`config.mk`:
```
export PLATFORM = sky130hd
export DESIGN_NAME = semidyn_rem_update
export DESIGN_NICKNAME = d
export VERILOG_FILES = /design/src/rtl/dmc_pkg.sv /design/src/rtl/dmc_csa.sv /design/src/rtl/dmc_multiples.sv /design/src/rtl/dmc_spec_stage.sv /design/src/rtl/dmc_fine_stage.sv /design/src/rtl/semidyn_rem_update.sv
export SDC_FILE = /design/constraint.sdc
export NUM_CORES = 1
export LEC_CHECK = 0
export ABC_AREA = 1
export BUFFER_PORTS_ARGS = -buffer_cell sky130_fd_sc_hd__buf_2
export CORE_MARGIN = 2
export CORE_UTILIZATION = 35
export CTS_CLUSTER_SIZE = 14
export DETAILED_ROUTE_END_ITERATION = 16
export MAX_ROUTING_LAYER = met4
export PLACE_DENSITY = 0.51
export SYNTH_ARGS = -nofsm -noshare
export SYNTH_HDL_FRONTEND = slang
export SYNTH_HIERARCHICAL = 1
export SYNTH_SLANG_ARGS = --single-unit
```
`constraint.sdc`:
```
create_clock -name clk_i -period 5.3 [get_ports clk_i]
set_clock_uncertainty 0.05 [all_clocks]
set_input_delay 0.795 -clock clk_i [delete_from_list [all_inputs] [get_ports clk_i]]
set_output_delay 0.795 -clock clk_i [all_outputs]
set_load 0.05 [all_outputs]
```
`src/rtl/dmc_pkg.sv`:
```
package dmc_pkg;

  typedef enum logic [1:0] {
    ST_IDLE = 2'd0,
    ST_INIT = 2'd1,
    ST_ITER = 2'd2,
    ST_DONE = 2'd3
  } dmc_state_t;

  // coarse part: add_6d means +6D, sub_6d means -6D
  // fine part: fine_mag * D, subtracted when fine_sub
  typedef struct packed {
    logic       add_6d;
    logic       sub_6d;
    logic       fine_sub;
    logic [1:0] fine_mag;
  } digit_split_t;

  // remainder update subtracts q*D; split |q| = 6a + b, b in [-2,3]
  function automatic digit_split_t split_digit(input logic signed [4:0] q);
    digit_split_t r;
    logic         neg;
    logic [3:0]   mag;
    logic [3:0]   b;
    neg = q[4];
    mag = neg ? (~q[3:0] + 4'd1) : q[3:0];
    if (mag >= 4'd4) begin
      b = mag - 4'd6;
      r.sub_6d = ~neg;
      r.add_6d = neg;
    end else begin
      b = mag;
      r.sub_6d = 1'b0;
      r.add_6d = 1'b0;
    end
    r.fine_mag = b[3] ? (~b[1:0] + 2'd1) : b[1:0];
    r.fine_sub = (b != 4'd0) && (b[3] ? neg : ~neg);
    return r;
  endfunction

endpackage

```
`src/rtl/dmc_csa.sv`:
```
module dmc_csa #(
  parameter int W = 22
) (
  input  logic [W-1:0] a_i,
  input  logic [W-1:0] b_i,
  input  logic [W-1:0] c_i,
  input  logic         cin_i,
  output logic [W-1:0] sum_o,
  output logic [W-1:0] cy_o
);
  logic [W-1:0] maj;
  always_comb begin
    sum_o = a_i ^ b_i ^ c_i;
    maj   = (a_i & b_i) | (a_i & c_i) | (b_i & c_i);
    cy_o  = (maj << 1) | {{(W-1){1'b0}}, cin_i};
  end
endmodule

```
`src/rtl/dmc_multiples.sv`:
```
module dmc_multiples #(
  parameter int FRAC = 16,
  parameter int WW   = FRAC + 6
) (
  input  logic            clk_i,
  input  logic            rst_ni,
  input  logic            load_i,
  input  logic [FRAC-1:0] d_i,
  output logic [WW-1:0]   m2_o,
  output logic [WW-1:0]   m3_o,
  output logic [WW-1:0]   m6_o
);
  localparam int PADW = WW - FRAC;
  logic [WW-1:0] d_ext, d2, d4;
  always_comb begin
    d_ext = {{PADW{1'b0}}, d_i};
    d2    = d_ext << 1;
    d4    = d_ext << 2;
  end

  always_ff @(posedge clk_i or negedge rst_ni) begin
    if (!rst_ni) begin
      m2_o <= '0;
      m3_o <= '0;
      m6_o <= '0;
    end else if (load_i) begin
      m2_o <= d2;
      m3_o <= d2 + d_ext;
      m6_o <= d4 + d2;
    end
  end
endmodule

```
`src/rtl/dmc_spec_stage.sv`:
```
module dmc_spec_stage #(
  parameter int WW = 22
) (
  input  logic [WW-1:0] ws_i,
  input  logic [WW-1:0] wc_i,
  input  logic [WW-1:0] m6_i,
  input  logic          add_6d_i,
  input  logic          sub_6d_i,
  output logic [WW-1:0] ps_o,
  output logic [WW-1:0] pc_o
);
  logic [WW-1:0] s16, c16;
  logic [WW-1:0] cand_s [2];
  logic [WW-1:0] cand_c [2];

  always_comb begin
    s16 = ws_i << 4;
    c16 = wc_i << 4;
  end

  // index 0: 16W + 6D, index 1: 16W - 6D; both built before the digit lands
  for (genvar k = 0; k < 2; k++) begin : g_cand
    logic [WW-1:0] opnd;
    assign opnd = (k == 1) ? ~m6_i : m6_i;
    dmc_csa #(.W(WW)) u_csa (
      .a_i   (s16),
      .b_i   (c16),
      .c_i   (opnd),
      .cin_i (k == 1),
      .sum_o (cand_s[k]),
      .cy_o  (cand_c[k])
    );
  end

  always_comb begin
    if (add_6d_i) begin
      ps_o = cand_s[0];
      pc_o = cand_c[0];
    end else if (sub_6d_i) begin
      ps_o = cand_s[1];
      pc_o = cand_c[1];
    end else begin
      ps_o = s16;
      pc_o = c16;
    end
  end
endmodule

```
`src/rtl/dmc_fine_stage.sv`:
```
module dmc_fine_stage #(
  parameter int WW = 22
) (
  input  logic [WW-1:0] ps_i,
  input  logic [WW-1:0] pc_i,
  input  logic [WW-1:0] d_i,
  input  logic [WW-1:0] m2_i,
  input  logic [WW-1:0] m3_i,
  input  logic [1:0]    mag_i,
  input  logic          sub_i,
  output logic [WW-1:0] ns_o,
  output logic [WW-1:0] nc_o
);
  logic [WW-1:0] pick, opnd;
  always_comb begin
    unique case (mag_i)
      2'd0:    pick = '0;
      2'd1:    pick = d_i;
      2'd2:    pick = m2_i;
      default: pick = m3_i;
    endcase
    opnd = sub_i ? ~pick : pick;
  end

  dmc_csa #(.W(WW)) u_csa (
    .a_i   (ps_i),
    .b_i   (pc_i),
    .c_i   (opnd),
    .cin_i (sub_i),
    .sum_o (ns_o),
    .cy_o  (nc_o)
  );
endmodule

```
`src/rtl/semidyn_rem_update.sv`:
```
module semidyn_rem_update #(
  parameter int FRAC  = 16,
  parameter int ITERS = 14
) (
  input  logic                clk_i,
  input  logic                rst_ni,
  input  logic                start_i,
  input  logic signed [FRAC:0] dividend_i,
  input  logic [FRAC-1:0]     divisor_i,
  input  logic signed [4:0]   digit_i,
  output logic                busy_o,
  output logic                done_o,
  output logic [FRAC+5:0]     rem_sum_o,
  output logic [FRAC+5:0]     rem_carry_o
);
  import dmc_pkg::*;

  localparam int WW   = FRAC + 6;
  localparam int CW   = $clog2(ITERS + 1);
  localparam int SEXT = WW - FRAC - 1;

  dmc_state_t    state_q;
  logic [FRAC-1:0] d_q;
  logic [CW-1:0] cnt_q;
  logic [WW-1:0] d_ext, m2, m3, m6;
  logic [WW-1:0] part_s, part_c, nxt_s, nxt_c;
  logic          init_en, iter_en, last_iter;
  digit_split_t  split;

  assign init_en   = (state_q == ST_INIT) && !start_i;
  assign iter_en   = (state_q == ST_ITER) && !start_i;
  assign last_iter = (cnt_q == CW'(ITERS - 1));
  assign d_ext     = {{(WW-FRAC){1'b0}}, d_q};
  assign split     = split_digit(digit_i);

  dmc_multiples #(.FRAC(FRAC), .WW(WW)) u_mult (
    .clk_i  (clk_i),
    .rst_ni (rst_ni),
    .load_i (init_en),
    .d_i    (d_q),
    .m2_o   (m2),
    .m3_o   (m3),
    .m6_o   (m6)
  );

  dmc_spec_stage #(.WW(WW)) u_spec (
    .ws_i     (rem_sum_o),
    .wc_i     (rem_carry_o),
    .m6_i     (m6),
    .add_6d_i (split.add_6d),
    .sub_6d_i (split.sub_6d),
    .ps_o     (part_s),
    .pc_o     (part_c)
  );

  dmc_fine_stage #(.WW(WW)) u_fine (
    .ps_i  (part_s),
    .pc_i  (part_c),
    .d_i   (d_ext),
    .m2_i  (m2),
    .m3_i  (m3),
    .mag_i (split.fine_mag),
    .sub_i (split.fine_sub),
    .ns_o  (nxt_s),
    .nc_o  (nxt_c)
  );

  always_ff @(posedge clk_i or negedge rst_ni) begin
    if (!rst_ni) begin
      state_q     <= ST_IDLE;
      d_q         <= '0;
      cnt_q       <= '0;
      rem_sum_o   <= '0;
      rem_carry_o <= '0;
    end else if (start_i) begin
      state_q     <= ST_INIT;
      d_q         <= divisor_i;
      cnt_q       <= '0;
      rem_sum_o   <= {{SEXT{dividend_i[FRAC]}}, dividend_i};
      rem_carry_o <= '0;
    end else begin
      unique case (state_q)
        ST_INIT: state_q <= ST_ITER;
        ST_ITER: begin
          rem_sum_o   <= nxt_s;
          rem_carry_o <= nxt_c;
          cnt_q       <= cnt_q + CW'(1);
          if (last_iter) state_q <= ST_DONE;
        end
        default: state_q <= state_q;
      endcase
    end
  end

  assign busy_o = (state_q == ST_INIT) || (state_q == ST_ITER);
  assign done_o = (state_q == ST_DONE);

endmodule

```
* Yosys cells after proc, flatten, opt, wreduce, memory -nomap -nowiden
Cells that the tools add are included.
** Operators by class
- Reductions and logical operators :: 9
- Order comparisons :: 1
- Equal/unequal tests :: 7
- Bitwise logic cells :: 25
- Muxes and demuxes :: 20
- $add $sub $neg :: 6
** Operators by type and width (number)
- 22-bit two-way mux :: 9
- 21-bit bitwise AND :: 6
- 21-bit OR :: 6
- 22-bit XOR :: 4
- 22-bit one-hot mux with 3 select lines :: 1
- 21-bit by 19-bit bitwise AND with 21-bit output :: 2
- 19-bit NOT with 22-bit output :: 1
- 22-bit NOT :: 1
- 22-bit by 1-bit OR with 22-bit output :: 1
- 22-bit by 19-bit XOR with 22-bit output :: 1
- 18-bit by 17-bit adder with 19-bit output :: 1
- 17-bit by 16-bit adder with 18-bit output :: 1
- 4-bit two-way mux :: 4
- 4-bit by 1-bit adder with 4-bit output (second input constant) :: 2
- 2-bit two-way mux :: 4
- 2-bit == test (second input constant) :: 3
- 2-bit by 1-bit == test with 1-bit output (second input constant) :: 2
- 4-bit == test (second input constant) :: 1
- 4-bit by 3-bit greater-or-equal comparator with 1-bit output (second input constant) :: 1
- 4-bit NOT :: 1
- 2-bit one-hot mux with 2 select lines :: 1
- 4-bit nonzero test :: 1
- 4-bit by 3-bit subtractor with 4-bit output (second input constant) :: 1
- 3-bit != test (second input constant) :: 1
- 11 further kinds :: 12
** Storage, ports and cells
- Register bits after elaboration :: 123
- Input bits :: 41
- Word-level logic and storage cells :: 76
- Output and inout port bits :: 46

* Depth between registers and ports, before layout
- Depth after elaboration :: 18
- Mapped depth :: 24
- Depth with buffers taken out :: 23

* Hierarchy
The synthesis kept the hierarchy.
** By module, submodules not included
- semidyn_rem_update :: cells each 281, sequential area each 1651.6 µm², area each 2899.0 µm², instances 1
- dmc_multiples :: cells each 347, sequential area each 825.8 µm², area each 2423.6 µm², instances 1
- dmc_csa :: cells each 31, sequential area each 0.0 µm², area each 462.9 µm², instances 3
- dmc_spec_stage :: cells each 319, sequential area each 0.0 µm², area each 1330.0 µm², instances 1
- dmc_fine_stage :: cells each 175, sequential area each 0.0 µm², area each 902.1 µm², instances 1

* Worst setup path after synthesis
Ideal clock, no wire load.
- Kind :: input port to flip-flop
- From :: input digit_i[0]
- To :: register rem_sum_o[1]
- Path buffers :: 2
- Data required time :: 5.124 ns
- Setup time :: 0.126 ns
- Stages on the path :: 19
- Arrival :: 3.007 ns
- Slack :: 2.117 ns
- Cell sequence :: inv_1 -> ha_1 -> o21ai_4 -> inv_2 -> nand2_1 -> nand2_1 -> ha_1 -> nand3_1 -> nand2_1 -> buf_6 -> inv_2 -> buf_6 -> nand3_1 -> nand3_1 -> nand2_1 -> nand2_1 -> fa_1 -> nand2_1 -> nand3_1
** RTL lines
- from (decl) :: line semidyn_rem_update.sv:10 : input logic signed [4:0] digit_i,
- to (signal assigned) :: line semidyn_rem_update.sv:79 : rem_sum_o <= {{SEXT{dividend_i[FRAC]}}, dividend_i};
- to (signal assigned) :: line semidyn_rem_update.sv:85 : rem_sum_o <= nxt_s;
- to (decl) :: line semidyn_rem_update.sv:13 : output logic [FRAC+5:0] rem_sum_o,

==> reports/qor.yml <==
hold_path_class: "flop to flop"
num_rows: 58
grt_max_degree: 63
r2r_end: "state_q[1]"
rsz0062_at_grt: "false"
seq_area_um2: 2480
drv_cap: 0
period_share_pct: 69.1
finalMaxSlewViolations: 0
cts_tree: "done"
max_slew_margin_pct: 22.4
r2r_start: "state_q[0]"
worstSkewPairLatency_ns: 0.36
cts_max_path_buffers: 2
crit_type: "input pin to flop"
dr.pass1.iters: 5
layout.nets: 1392
grt_pass1_vias: 7083
root_buffer: "clkbuf_16"
synth_area_um2: 8940
overflow: 0
num_vias: 7587
dp_slack_ns: 1.29
fp.dieH_um: 164
ir_worst_vdd_v: 0.000163
portBuffers: 86
synth.avg_cell_area_um2: 7.36
die_w_um: 164
diodes: 0
start_util_pct: 35.6
cts_num_sinks: 99
core_area_um2: 25100
die-area_um2: 26800
drc: 0
yosysSeqAreaShare_pct: 27.7
hold_start: "u_mult/m2_o[4]"
hold_end: "u_mult/m2_o[4]"
synth.top_cell.area_share_pct: 27.7
yosysTopAreaCell: "dfrtp_1"
htree_levels: 3
status: "finished clean"
syn_to_final_growth_pct: 7.96
drive_gt1_share_pct: 11.1
cts-buffers-inserted: 9
fin_setup_tns_ns: 0
instances_no_fill: 1598
clkTransAtPathRegs_ns: 0.07
fin_crit_ns: 3.66
avgRoutedWirePerCell_um: 14.5
hold_buffers: 0
synth-edff-count: 0
globalRouteTotalUtil_pct: 18.6
startpoint_type: "input pin"
hold_violations: 0
wirelength_mm: 23.1
synth_cell_types: 35
antenna_found_initial: 0
worst_slew_pin_slew_ns: 1.16
required_ns: 5.49
synth-seq-cells: 99
syn-instance-count: 1215
fin_hold_ws_ns: 0.421
place_inst: 1582
critPathCaptureType: "flop"
r2r_cells: 7
gp_congestion: 0.815
cp_max_fo: 32
synthFlopType: "dfrtp_1"
async_reset_ff_share_pct: 100
fillCellCount: 2714
dr.first_iter.drc_count: 440
cts_setup_buffers: 0
cp_data_arrival_time_ns: 3.85
whs_path_depth: 2
max_clock_freq_mhz: 273
p_leak_uw: 0.00529
hpwlAfterDp_mm: 16.5
reg2reg_setup_slack_ns: 2.95
synth_area_leaders: "dfrtp_1, nand2_1, fa_1"
layout_setup_ws_ns: 1.64
synth_warnings: 6
cts_resized: 0
num_io_pins: 87
via_per_inst: 4.75
power_density_nw_per_um2: 423
grt_pass1_wl_mm: 38.0
ant_nets: 0
multi_input_area_um2: 5280
finalSetupViolCount: 0
## cell families (layout without fill, tap and decap cells)
group                      Yosys count  after routing  share of synthesized area, %
AOI/OAI and AO/OA                   52             52                          4.07
xor gates and xnor gates             6              6                         0.588
adders and majority gates           88             88                          17.7
buffers and inverters              259            278                          14.8
DFF                                 99             99                          27.7
muxes                               16             16                          2.01
other                                4             38                         0.168
and+or+nand+nor                    691            691                          32.9
## state kept, by name, summed over array words and instances, names as in the netlist
name and cells:
cnt_q 4, d_q 16, rem_carry_o 22, rem_sum_o 22
state_q 2, u_mult/m2_o 16, u_mult/m6_o 17
## power breakdown
part           switching [uW]  internal (uW)  leakage, uW
clock                     313            466     0.000171
sequential                347            968      0.00124
combinational            1300            691      0.00387
total                    1960           2120      0.00529
## metal layers
| metal | up-vias | global-route usage [%] | part of all wire (%) |
|---|---|---|---|
| met1 | 3618 | 26.9 | 52 |
| met3 | 14 | 2.10 | 3.3 |
| met5 | - | - | 0 |
| met2 | 130 | 28.1 | 44 |
| met4 | 0 | 3.87 | 0.90 |
| li1 | 3825 | - | - |
## cell type report
cell class | count | area share (%)
tap | 330 | 4.28
clock inverter | 7 | 1.26
sequential | 99 | 25.7
multi-input combinational | 891 | 54.7
clock buffer | 9 | 2.33
timing repair buffer | 95 | 5.18
inverter | 167 | 6.60
## placed cells by master (no fill, tap or decap), types with 4 or more instances in the layout
cell type,n
dfrtp_1,99
o21ai_0,6
nand4_1,25
mux2_1,9
mux2_2,7
inv_2,5
nor2_1,16
a21oi_1,13
buf_4,10
xnor2_1,5
o21ai_1,6
fa_1,64
ha_1,24
inv_1,158
clkbuf_16,9
a22o_1,22
buf_2,85
inv_4,4
conb_1,38
nand3_1,185
nand2_1,448
## worst max path at each step
stage | slack, ns | end | start | cells after the start
floorplan | 2.12 | rem_sum_o[1] | digit_i[0] | 19
global placement | 1.33 | rem_sum_o[15] | digit_i[0] | 21
detailed placement | 1.29 | rem_sum_o[14] | digit_i[0] | 18
CTS | 1.66 | rem_sum_o[14] | digit_i[0] | 22
global route | 1.35 | rem_sum_o[14] | digit_i[0] | 22
finish | 1.64 | rem_sum_o[14] | digit_i[0] | 18
## critical path, stage by stage
cell     delay (ns)
buf_2          0.09
inv_1          0.07
ha_1           0.33
o21ai_4        0.22
inv_2          0.06
nand2_1        0.08
nand2_1        0.06
ha_1           0.26
nand3_1        0.07
nand2_1        0.34
buf_4          0.40
nand3_1        0.16
nand3_1        0.12
nand2_1        0.05
nand2_1        0.13
fa_1           0.45
nand2_1        0.09
nand3_1        0.07
## Yosys cell counts (all sizes together), types with 3 or more instances
library cell / n
nand2: 451
nand3: 188
inv: 167
dfrtp: 99
buf: 89
fa: 64
nand4: 25
ha: 24
a22o: 22
nor2: 22
mux2: 16
a21oi: 14
o21ai: 13
xnor2: 5
conb: 4
clkbuf: 3
nand3b: 3
## per-stage QoR
stage / total power (uW) / instance area [um^2] / util [%]
final: 4090 / 9660 / 38.5
after floorplan: 2910 / 9070 / -
after global placement: 3300 / 9310 / 37.1
after detailed placement: 3330 / 9310 / 37.1
after CTS: 4130 / 9660 / 38.5
after global routing: 4520 / 9660 / 38.5
No activity file was read; power rests on OpenSTA's default activity.
